[config.mk]
export PLATFORM = sky130hd
export DESIGN_NAME = port_slot_tracker
export DESIGN_NICKNAME = d
export VERILOG_FILES = /design/src/rtl/slot_trk_pkg.sv /design/src/rtl/slot_pick.sv /design/src/rtl/slot_irq_unit.sv /design/src/rtl/slot_tf_shadow.sv /design/src/rtl/port_slot_tracker.sv
export SDC_FILE = /design/constraint.sdc
export NUM_CORES = 1
export LEC_CHECK = 0
export ABC_AREA = 1
export BUFFER_PORTS_ARGS = -buffer_cell sky130_fd_sc_hd__buf_4
export CAP_MARGIN = 10
export CORE_UTILIZATION = 45
export CTS_CLUSTER_DIAMETER = 80
export CTS_CLUSTER_SIZE = 10
export DETAILED_ROUTE_END_ITERATION = 8
export PLACE_DENSITY = 0.79
export SLEW_MARGIN = 10
export SYNTH_ARGS = -nofsm -noshare
export SYNTH_HDL_FRONTEND = slang
export SYNTH_SLANG_ARGS = --single-unit
export TNS_END_PERCENT = 100
[constraint.sdc]
create_clock -name clk -period 2.8 [get_ports clk]
set_input_delay 0.7 -clock clk [delete_from_list [all_inputs] [get_ports clk]]
set_output_delay 0.7 -clock clk [all_outputs]
set_load 0.02 [all_outputs]
[src/rtl/slot_trk_pkg.sv]
package slot_trk_pkg;
  // device status byte bit positions
  localparam int ST_ERR  = 0;
  localparam int ST_DRQ  = 3;
  localparam int ST_DRDY = 6;
  localparam int ST_BSY  = 7;

  // port interrupt status layout
  localparam int IRQ_W   = 3;
  localparam int IRQ_DHR = 0;
  localparam int IRQ_SDB = 1;
  localparam int IRQ_TFE = 2;

  localparam logic [7:0] ABORT_STATUS = 8'((1 << ST_DRDY) | (1 << ST_ERR));
  localparam logic [7:0] ABORT_ERROR  = 8'h04;

  typedef logic [IRQ_W-1:0] irq_vec_t;
endpackage

[src/rtl/slot_pick.sv]
module slot_pick #(
  parameter int N  = 32,
  parameter int SW = 5
)(
  input  logic [N-1:0]  vec,
  output logic          found,
  output logic [SW-1:0] idx
);
  // lowest set bit wins: scan down so the last hit is the smallest index
  always_comb begin
    found = |vec;
    idx   = '0;
    for (int i = N - 1; i >= 0; i--) begin
      if (vec[i]) idx = SW'(i);
    end
  end
endmodule

[src/rtl/slot_irq_unit.sv]
module slot_irq_unit
  import slot_trk_pkg::*;
(
  input  logic     clk,
  input  logic     rst,
  input  irq_vec_t set_i,
  input  irq_vec_t clr_i,
  input  irq_vec_t en_i,
  output irq_vec_t sts_o,
  output logic     irq_o
);
  always_ff @(posedge clk) begin
    if (rst) begin
      sts_o <= '0;
      irq_o <= 1'b0;
    end else begin
      sts_o <= (sts_o & ~clr_i) | set_i;
      irq_o <= |(sts_o & en_i);
    end
  end
endmodule

[src/rtl/slot_tf_shadow.sv]
module slot_tf_shadow
  import slot_trk_pkg::*;
(
  input  logic       clk,
  input  logic       rst,
  input  logic       abort_i,
  input  logic       d2h_valid,
  input  logic [7:0] d2h_status,
  input  logic [7:0] d2h_error,
  input  logic       sdb_valid,
  input  logic [7:0] sdb_status,
  input  logic [7:0] sdb_error,
  output logic [7:0] status_o,
  output logic [7:0] error_o,
  output logic       stop_o
);
  logic abort_d;

  always_ff @(posedge clk) begin
    if (rst) begin
      status_o <= '0;
      error_o  <= '0;
      abort_d  <= 1'b0;
      stop_o   <= 1'b0;
    end else begin
      abort_d <= abort_i;
      stop_o  <= abort_d;
      if (abort_i) begin
        status_o <= ABORT_STATUS;
        error_o  <= ABORT_ERROR;
      end else if (d2h_valid) begin
        status_o <= d2h_status;
        error_o  <= d2h_error;
      end else if (sdb_valid) begin
        status_o <= sdb_status;
        error_o  <= sdb_error;
      end
    end
  end
endmodule

[src/rtl/port_slot_tracker.sv]
module port_slot_tracker
  import slot_trk_pkg::*;
#(
  parameter  int N  = 32,
  localparam int SW = (N > 1) ? $clog2(N) : 1
)(
  input  logic             clk,
  input  logic             rst,
  input  logic             start_we,
  input  logic             start_val,
  input  logic             issue_we,
  input  logic [N-1:0]     issue_data,
  input  logic             active_we,
  input  logic [N-1:0]     active_data,
  input  logic             irq_clr_we,
  input  logic [IRQ_W-1:0] irq_clr_data,
  input  logic [IRQ_W-1:0] irq_en,
  input  logic             d2h_valid,
  input  logic             d2h_ibit,
  input  logic [7:0]       d2h_status,
  input  logic [7:0]       d2h_error,
  input  logic             sdb_valid,
  input  logic             sdb_ibit,
  input  logic [7:0]       sdb_status,
  input  logic [7:0]       sdb_error,
  input  logic [N-1:0]     sdb_done,
  input  logic             eng_abort,
  output logic [N-1:0]     issue_vec,
  output logic [N-1:0]     active_vec,
  output logic             disp_valid,
  output logic [SW-1:0]    disp_slot,
  output logic             list_running,
  output logic [IRQ_W-1:0] irq_sts,
  output logic             irq_o,
  output logic [7:0]       tf_status,
  output logic [7:0]       tf_error,
  output logic             xfer_stop
);
  logic          start_q;
  logic          halted_q;
  logic          infl_q;
  logic          infl_queued_q;
  logic [SW-1:0] infl_slot_q;

  logic          pick_found;
  logic [SW-1:0] pick_idx;
  logic          stop_run;
  logic          go;
  logic          frame_hits;
  logic          frame_busy;
  logic          retire;
  logic          clr_issue;
  logic [N-1:0]  slot_oh;
  irq_vec_t      irq_set;
  irq_vec_t      irq_clr;

  slot_pick #(.N(N), .SW(SW)) u_pick (
    .vec   (issue_vec),
    .found (pick_found),
    .idx   (pick_idx)
  );

  assign stop_run   = start_we & ~start_val & start_q;
  assign go         = start_q & ~halted_q & ~infl_q & pick_found &
                      ~tf_status[ST_BSY] & ~tf_status[ST_DRQ] & ~stop_run;
  assign frame_hits = d2h_valid & infl_q;
  assign frame_busy = d2h_status[ST_BSY] | d2h_status[ST_DRQ];
  assign retire     = frame_hits & (infl_queued_q | ~frame_busy);
  assign clr_issue  = frame_hits & ~frame_busy & ~d2h_status[ST_ERR];
  assign slot_oh    = N'(1) << infl_slot_q;

  always_ff @(posedge clk) begin
    if (rst) begin
      start_q       <= 1'b0;
      halted_q      <= 1'b0;
      infl_q        <= 1'b0;
      infl_queued_q <= 1'b0;
      infl_slot_q   <= '0;
      issue_vec     <= '0;
      active_vec    <= '0;
      disp_valid    <= 1'b0;
      disp_slot     <= '0;
      list_running  <= 1'b0;
    end else begin
      start_q      <= start_we ? start_val : start_q;
      list_running <= start_q | infl_q;
      disp_valid   <= go;
      if (go) begin
        disp_slot     <= pick_idx;
        infl_slot_q   <= pick_idx;
        infl_queued_q <= active_vec[pick_idx];
      end
      if (stop_run) begin
        issue_vec  <= '0;
        active_vec <= '0;
        halted_q   <= 1'b0;
        infl_q     <= 1'b0;
      end else begin
        issue_vec  <= (issue_vec | ((issue_we && start_q) ? issue_data : '0)) &
                      ~(clr_issue ? slot_oh : '0);
        active_vec <= (active_vec | ((active_we && start_q) ? active_data : '0)) &
                      ~(sdb_valid ? sdb_done : '0);
        if (retire && d2h_status[ST_ERR]) halted_q <= 1'b1;
        if (go)          infl_q <= 1'b1;
        else if (retire) infl_q <= 1'b0;
      end
    end
  end

  // error in a set-device-bits frame overrides its interrupt flag
  always_comb begin
    irq_set          = '0;
    irq_set[IRQ_DHR] = d2h_valid & d2h_ibit;
    irq_set[IRQ_SDB] = sdb_valid & ~sdb_status[ST_ERR] & sdb_ibit;
    irq_set[IRQ_TFE] = (d2h_valid & d2h_status[ST_ERR]) |
                       (sdb_valid & sdb_status[ST_ERR]);
    irq_clr          = irq_clr_we ? irq_clr_data : '0;
  end

  slot_irq_unit u_irq (
    .clk   (clk),
    .rst   (rst),
    .set_i (irq_set),
    .clr_i (irq_clr),
    .en_i  (irq_en),
    .sts_o (irq_sts),
    .irq_o (irq_o)
  );

  slot_tf_shadow u_tf (
    .clk        (clk),
    .rst        (rst),
    .abort_i    (eng_abort),
    .d2h_valid  (d2h_valid),
    .d2h_status (d2h_status),
    .d2h_error  (d2h_error),
    .sdb_valid  (sdb_valid),
    .sdb_status (sdb_status),
    .sdb_error  (sdb_error),
    .status_o   (tf_status),
    .error_o    (tf_error),
    .stop_o     (xfer_stop)
  );
endmodule

==> impl_results.md, run 1 <==
- Status: finished with violations
- Violated checks: setup timing
- Gp weighted congestion: 0.934
- Final Hold Violating Endpoints: 0
- Number of max-capacitance violations reported: 0
- Critical path class: flop to flop
- Max Transition Viols Final: 0
- Die footprint: 0.0108 mm²
- Yosys cell types: 28
- Pin slew with the least headroom to its limit: between 0.8 and 0.9 ns
- Area of placed instances: roughly 0.0065 mm²
- Startpoint of the lowest-slack register-to-register path: issue_vec[31]$_SDFF_PP0_
- Grt total ovfl: 0
- Number of antenna violations at the first check in global routing: 0
- Port buffer count: 237
- Part of the cycle the worst path needs: 103%
- Clk Latency, worst-skew pair: 0.38 ns
- Nets in the synthesized netlist: a little over 800
- RSZ-0062 raised after global routing: yes
- Capture instance of the worst register-to-register path: infl_queued_q$_SDFFE_PP0P_
- Std-Cell Core Area: 0.00991 mm²
- Synthesized area per cell: 7.07 µm²
- Layout cell share with drive strength beyond 1: 34.1%
- Wire length after detailed routing: between 15,000 and 20,000 µm
- Period minus WS final: 2.88 ns
- Peak supply drop: roughly 0.24 mV
- Post-DR wirelength/cell: 15.9 µm
- Data arrival time at the worst-slack endpoint: approximately 3.2 ns
- DRC violation total after the first TritonRoute iteration: approximately 400
- Clock Path Buffers: 2
- DRC violations left: 0
- Number of clock buffers inserted by TritonCTS: 9
- Register bit count reported by yosys: 97
- Crit path capture: infl_queued_q$_SDFFE_PP0P_
- Pwr/cell area: 514 mW/mm²
- # H-tree levels: 3
- Initial DRT Pass Iterations: 5
- Total via count after detailed routing: 5,638
- Register area share after synthesis: 41.7%
- Number of rows in the core area: 36
- Number of nets in the final layout: around 1,000
- Internal reg-to-reg setup slack: -0.08 ns
- Pin count of the biggest net entering global routing: 66
- Type of element capturing the critical path: flop
- Final standard cell area without fillers: a little under 0.007 mm²
- Ratio of routed vias to standard cells: 5.56
- Number of antenna-violating nets in the routed design: 0
- Initial Util: a little under half
- Clock-pin slew of the registers on the worst-case setup and hold paths: 0.10 ns
- Total of fill cells in the finished design: between 800 and 900
- Maximum clock rate: 347 MHz
- Worst rel slew slack: 41.4%
- Number of warning messages in the yosys log: 0
- Worst setup SP type: flop
- Total Neg Setup Slack: -0.0798 ns
- Boundary Pins: 238
- Finish-stage setup viols: 1
- Vertical die dimension: 104 µm
- Total inserted antenna cells: 0
- Clock net sink count: 97
- Clock Tree Root: sky130_fd_sc_hd__clkbuf_8
- Critical Path Start: issue_vec[31]$_SDFF_PP0_
- Minimum setup slack in the final design: -0.0798 ns
- Area added between synthesis and finish: 47.8%
- Total track usage: 28.8%
- Post-detail-place hpwl: around 12,000 µm
- Top fanout value on the critical path: 10
- Combined area of all synthesized cells: around 0.0047 mm²
- Type of the most critical hold path: flop to flop
- Vias in the first global route: about 5,300
- Count of mapped cells out of synthesis: 659
- Floorplan die width: 104 µm
- Power, Total: 0.00354 W
- CTS tree: done
- Clk_skew: 0.0170 ns
- Wire length of the first global-routing pass: roughly 25,000 µm
- Leakage: 3.16 nW
- Cell depth of the worst flop-to-flop path: 25
- Required time of the critical path: 3.09 ns
## synth_stat cells (all sizes together)
library cell	count	area, µm²
nand3	114	576
dfxtp	97	1940
inv	96	360
nand2	93	367
a21oi	48	240
nor2	42	158
o21ai	40	200
clkbuf	33	124
a221oi	32	280
nand4	16	100
nor3	15	75.1
o221ai	12	105
buf	6	32.5
nor4	4	25.0
a211oi	2	15.0
a31oi	2	12.5
or2	2	12.5
a22oi	1	7.51
a311oi	1	8.76
clkinv	1	3.75
o21bai	1	7.51
o31ai	1	7.51
## report_power, final
group | internal, W | switching (W)
Combinational | 0.000455 | 0.000624
Sequential | 0.00144 | 0.0000577
Clock | 0.000459 | 0.000500
## cell type report
cell class / count / area, µm² / share of cell area, %
multi-input cells: 427 / 2340 / 34.0
flip-flops and latches: 97 / 1950 / 28.2
repair buffers: 244 / 1870 / 27.1
inverters: 97 / 364 / 5.29
well taps: 133 / 166 / 2.42
clock buffers: 11 / 151 / 2.20
clock inverters: 5 / 53.8 / 0.781
## registers in the layout (all words and copies together) (netlist names)
register	flops
infl_slot_q	5
start_q	1
u_tf.status_o	8
halted_q	1
infl_q	1
list_running	1
u_tf.error_o	8
u_irq.irq_o	1
issue_vec	32
disp_valid	1
infl_queued_q	1
u_irq.sts_o	3
u_tf.abort_d	1
active_vec	32
u_tf.stop_o	1
## cell usage in the layout, fill, tap and decap left out, types with 2 or more instances in the layout
master	n
sky130_fd_sc_hd__nor2_1	42
sky130_fd_sc_hd__inv_1	89
sky130_fd_sc_hd__nand2_1	90
sky130_fd_sc_hd__a21oi_1	48
sky130_fd_sc_hd__a211oi_1	2
sky130_fd_sc_hd__inv_2	7
sky130_fd_sc_hd__a221oi_1	32
sky130_fd_sc_hd__buf_4	241
sky130_fd_sc_hd__clkinv_2	3
sky130_fd_sc_hd__clkbuf_8	11
sky130_fd_sc_hd__nor3_1	15
sky130_fd_sc_hd__o21ai_0	40
sky130_fd_sc_hd__nand2_8	2
sky130_fd_sc_hd__nand3_1	90
sky130_fd_sc_hd__o221ai_1	12
sky130_fd_sc_hd__dfxtp_1	94
sky130_fd_sc_hd__nand4_1	16
sky130_fd_sc_hd__or2_2	2
sky130_fd_sc_hd__nor4_1	4
sky130_fd_sc_hd__dfxtp_2	3
sky130_fd_sc_hd__a31oi_1	2
sky130_fd_sc_hd__nand3_2	24
## how the worst min path moves through the flow
stage | from | end | slack, ns | cells past startpoint
finish | u_tf.abort_d$_SDFF_PP0_ | u_tf.stop_o$_SDFF_PP0_ | 0.42 | 2
CTS | u_tf.abort_d$_SDFF_PP0_ | u_tf.stop_o$_SDFF_PP0_ | 0.42 | 2
global placement | u_tf.abort_d$_SDFF_PP0_ | u_tf.stop_o$_SDFF_PP0_ | 0.40 | 2
detailed placement | u_tf.abort_d$_SDFF_PP0_ | u_tf.stop_o$_SDFF_PP0_ | 0.40 | 2
global route | u_tf.abort_d$_SDFF_PP0_ | u_tf.stop_o$_SDFF_PP0_ | 0.45 | 2
floorplan | u_tf.abort_d$_SDFF_PP0_ | u_tf.stop_o$_SDFF_PP0_ | 0.39 | 2
## timing repair
item | in CTS | in global routing
setup buffers | 0 | 2
gates resized for setup | 1 | 27
pin swaps | 0 | 36
setup endpoints to repair | 1 | 1
hold buffers | 0 | 0
gates cloned | 0 | 2
## layer usage
| metal | part of all wire (%) | track usage (%) | up-vias |
|---|---|---|---|
| li1 | - | - | 2705 |
| met1 | 40 | 34.8 | 2633 |
| met2 | 50 | 49.1 | 263 |
| met3 | 7.5 | 6.17 | 37 |
| met4 | 2.3 | 13.3 | 0 |
| met5 | 0 | 0 | - |
## critical path: stages, from the launching register on
cell and delay [ns]:
sky130_fd_sc_hd__dfxtp_1 0.32, sky130_fd_sc_hd__buf_4 0.14, sky130_fd_sc_hd__nor2_1 0.10, sky130_fd_sc_hd__inv_1 0.06
sky130_fd_sc_hd__a311oi_1 0.24, sky130_fd_sc_hd__o31ai_1 0.09, sky130_fd_sc_hd__o21ai_0 0.20, sky130_fd_sc_hd__nand2_1 0.08
sky130_fd_sc_hd__nand2_1 0.07, sky130_fd_sc_hd__nand2_1 0.05, sky130_fd_sc_hd__nand2_1 0.06, sky130_fd_sc_hd__nand2_1 0.05
sky130_fd_sc_hd__nand2_1 0.06, sky130_fd_sc_hd__nand2_1 0.05, sky130_fd_sc_hd__nand2_1 0.06, sky130_fd_sc_hd__nand3_1 0.09
sky130_fd_sc_hd__nand3_2 0.23, sky130_fd_sc_hd__inv_1 0.23, sky130_fd_sc_hd__nand3_1 0.16, sky130_fd_sc_hd__nand3_1 0.11
sky130_fd_sc_hd__nand3_2 0.10, sky130_fd_sc_hd__nand2_1 0.05, sky130_fd_sc_hd__nand2_1 0.06, sky130_fd_sc_hd__nand3_1 0.06
sky130_fd_sc_hd__nand2_1 0.06, sky130_fd_sc_hd__inv_1 0.03
## cells by family (layout without fill, tap and decap cells)
kind of cell / after synthesis / after routing / synth area share, %
compound gates: 140 / 140 / 19.0
buf+inv: 136 / 357 / 11.2
flops: 97 / 97 / 41.7
simple gates: 286 / 287 / 28.2
## stage by stage
| step | utilization [%] | cells | hold slack, ns | setup WS (ns) |
|---|---|---|---|---|
| floorplan | - | 659 | 0.388 | 0.146 |
| global placement | 65.5 | 994 | 0.401 | 0.131 |
| detailed placement | 65.5 | 994 | 0.401 | 0.0104 |
| CTS | 67.7 | 1010 | 0.419 | 0.0133 |
| global route | 69.5 | 1014 | 0.445 | -0.431 |
| finish | 69.5 | 1014 | 0.417 | -0.0798 |
Power figures use the tool's default switching activity.
==> run 2, diff against run 1 <==
- PLACE_DENSITY: 0.79 -> 0.85
==> impl_results.md, run 2 (synthesized netlist as in run 1, its figures left out) <==
- Status: complete, no violations
- Number of nets in the final layout: 1,024 (+0.20%)
- Clock Tree Root: sky130_fd_sc_hd__clkbuf_8
- Vias in the first global route: 5,349 (+1.2%)
- Critical path class: flop to flop
- Grt total ovfl: 0 (unchanged)
- DRC violations left: 0 (unchanged)
- Slowest Stage Delay on Critical Path: 0.34 ns (+0.02 ns)
- Area added between synthesis and finish: 45.5%
- Total inserted antenna cells: 0 (unchanged)
- RSZ-0062 raised after global routing: yes
- Final Hold Violating Endpoints: 0 (unchanged)
- Vertical die dimension: 104 µm (unchanged)
- Finish-stage setup viols: 0 (-1)
- Switching power summed over all nets: 0.00112 W (-4.9%)
- Wire length of the first global-routing pass: 25,400 µm (+0.49%)
- Number of antenna violations at the first check in global routing: 0 (unchanged)
- Worst Hold Launch: u_tf.abort_d$_SDFF_PP0_
- DRC violation total after the first TritonRoute iteration: 317 (-20%)
- Pin count of the biggest net entering global routing: 66 (unchanged)
- Boundary Pins: 238 (unchanged)
- Period minus WS final: 2.80 ns (-0.0812 ns)
- Worst rel slew slack: 54.3% (+13 points)
- Capture instance of the worst register-to-register path: infl_queued_q$_SDFFE_PP0P_
- Startpoint of the lowest-slack register-to-register path: issue_vec[30]$_SDFF_PP0_
- Highest-delay cell along the critical path: sky130_fd_sc_hd__dfxtp_2
- Data arrival time at the worst-slack endpoint: 3.07 ns (-0.10 ns)
- Clock-pin slew of the registers on the worst-case setup and hold paths: 0.10 ns (about the same)
- Clock network fraction of total power: 29.8% (+2.7 points)
- # H-tree levels: 3 (unchanged)
- Type of element capturing the critical path: flop
- Cell mode on critical path: sky130_fd_sc_hd__nand2_1
- Clk_skew: 0.0113 ns (-0.00568 ns)
- Layout cell share with drive strength beyond 1: 31.5% (-2.6 points)
- Hold Path Sink: u_tf.stop_o$_SDFF_PP0_
- Part of the cycle the worst path needs: 100% (-2.9 points)
- Gp weighted congestion: 0.873 (-6.6%)
- Pwr/cell area: 522 mW/mm² (+1.6%)
- Total of fill cells in the finished design: 888 (+5.3%)
- Worst setup SP type: flop
- Sequential group share of total power: 42.4% (about the same)
- Type of the most critical hold path: flop to flop
- Number of clock buffers inserted by TritonCTS: 9 (unchanged)
- Clk Latency, worst-skew pair: 0.37 ns (about the same)
- Port buffer count: 237 (unchanged)
- Wire length after detailed routing: 15,600 µm (-3.2%)
- Number of max-capacitance violations reported: 0 (unchanged)
- Initial DRT Pass Iterations: 5 (unchanged)
- Pint: 0.00241 W (+2.5%)
- Switching part of the total power: 31.8% (-1.6 points)
- CTS tree: done
- Internal reg-to-reg setup slack: 0.001 ns (+0.08 ns)
- Top fanout value on the critical path: 6 (-4)
- Total Neg Setup Slack: 0 ns (+0.0798 ns)
- Floorplan die width: 104 µm (unchanged)
- Post-DR wirelength/cell: 15.4 µm (-3.4%)
- Required time of the critical path: 3.07 ns (-0.02 ns)
- Clock Path Buffers: 2 (unchanged)
- Clock net sink count: 97 (unchanged)
- Peak supply drop: 0.312 mV (+30%)
- Number of cells traversed by the worst hold path: 2 (unchanged)
- Most frequent cells in the layout: sky130_fd_sc_hd__buf_4 (244), sky130_fd_sc_hd__nand3_1 (113), sky130_fd_sc_hd__dfxtp_1 (94), sky130_fd_sc_hd__nand2_1 (90), sky130_fd_sc_hd__inv_1 (89)
- Fraction of power consumed by combinational cells: 27.8% (-2.7 points)
- Maximum clock rate: 357 MHz (+2.9%)
- Leakage: 3.11 nW (-1.7%)
- Max Transition Viols Final: 0 (unchanged)
- Minimum setup slack in the final design: 0.00136 ns (+0.0812 ns)
- Hold slack: 0.408 ns (-0.00869 ns)
- Std-Cell Core Area: 0.00991 mm² (unchanged)
- Die footprint: 0.0108 mm² (unchanged)
- Pin slew with the least headroom to its limit: 0.685 ns (-0.190 ns)
- Largest registers ranked by flip-flop count: active_vec: 32 flops, issue_vec: 32 flops
- Number of antenna-violating nets in the routed design: 0 (unchanged)
- Leading cell type in the layout, fill and taps excluded: sky130_fd_sc_hd__buf_4
- Cell depth of the worst flop-to-flop path: 41 (+64%)
- Worst setup slack after placement: -0.00308 ns (-0.0135 ns)
- Number of rows in the core area: 36 (unchanged)
- Total track usage: 28.8% (about the same)
- Initial Util: 47.0% (unchanged)
- Post-detail-place hpwl: 11,800 µm (-0.62%)
- Total via count after detailed routing: 5,571 (-1.2%)
- Ratio of routed vias to standard cells: 5.48 (-1.4%)
run 2: area by class of cell:
type | count | area [µm²] | area share (%)
clock buffer | 12 | 155 | 2.29
clock inverter | 4 | 75.1 | 1.11
inverter | 97 | 364 | 5.37
multi-input combinational | 426 | 2210 | 32.5
sequential | 97 | 1950 | 28.7
tap | 133 | 166 | 2.46
timing repair buffer | 247 | 1870 | 27.5
run 2: how the worst max path moves through the flow:
stage | from | to | cells past startpoint
after CTS | issue_vec[30]$_SDFF_PP0_ | infl_queued_q$_SDFFE_PP0P_ | 41
after global placement | issue_vec[30]$_SDFF_PP0_ | infl_queued_q$_SDFFE_PP0P_ | 41
after floorplan | issue_vec[31]$_SDFF_PP0_ | infl_queued_q$_SDFFE_PP0P_ | 40
after global routing | issue_vec[30]$_SDFF_PP0_ | infl_queued_q$_SDFFE_PP0P_ | 41
after detailed placement | issue_vec[30]$_SDFF_PP0_ | infl_queued_q$_SDFFE_PP0P_ | 41
final | issue_vec[30]$_SDFF_PP0_ | infl_queued_q$_SDFFE_PP0P_ | 41
run 2: timing repair:
item	CTS	global route
buffers inserted	2	1
hold buffers	0	0
pin swaps	1	11
setup endpoints to repair	1	1
endpoints found under the hold margin	0	0
resized for setup	3	3
run 2: per-stage QoR:
| step | power, W | util (%) | cells | area, µm² |
|---|---|---|---|---|
| after floorplan | 0.00208 | - | 659 | 4660 |
| after global placement | 0.00244 | 65.6 | 997 | 6500 |
| after detailed placement | 0.00246 | 65.6 | 997 | 6500 |
| after CTS | 0.00352 | 68.2 | 1015 | 6760 |
| after global routing | 0.00372 | 68.4 | 1016 | 6780 |
| final | 0.00354 | 68.4 | 1016 | 6780 |
run 2: power groups by stage:
stage | Clock [W] | Combinational, W | Sequential (W)
after floorplan | 0 | 0.000504 | 0.00158
after global placement | 0 | 0.000915 | 0.00153
after detailed placement | 0 | 0.000932 | 0.00153
after CTS | 0.00106 | 0.000962 | 0.00150
after global routing | 0.00113 | 0.00109 | 0.00151
final | 0.00106 | 0.000982 | 0.00150
run 2: critical path: cells and delay by family, from the launching register on:
kind	cells	cell delay (ns)
simple gates	38	2.17
flops	1	0.34
buf+inv	3	0.20
run 2: routing by layer:
layer / wire, µm / vias to the layer above / GRT usage [%] / share of wire, %
li1: - / 2703 / - / -
met1: 6420 / 2578 / 34.5 / 41
met2: 7560 / 250 / 50.0 / 48
met3: 1210 / 40 / 7.05 / 7.7
met4: 440 / 0 / 10.6 / 2.8
met5: 0 / - / 0 / 0
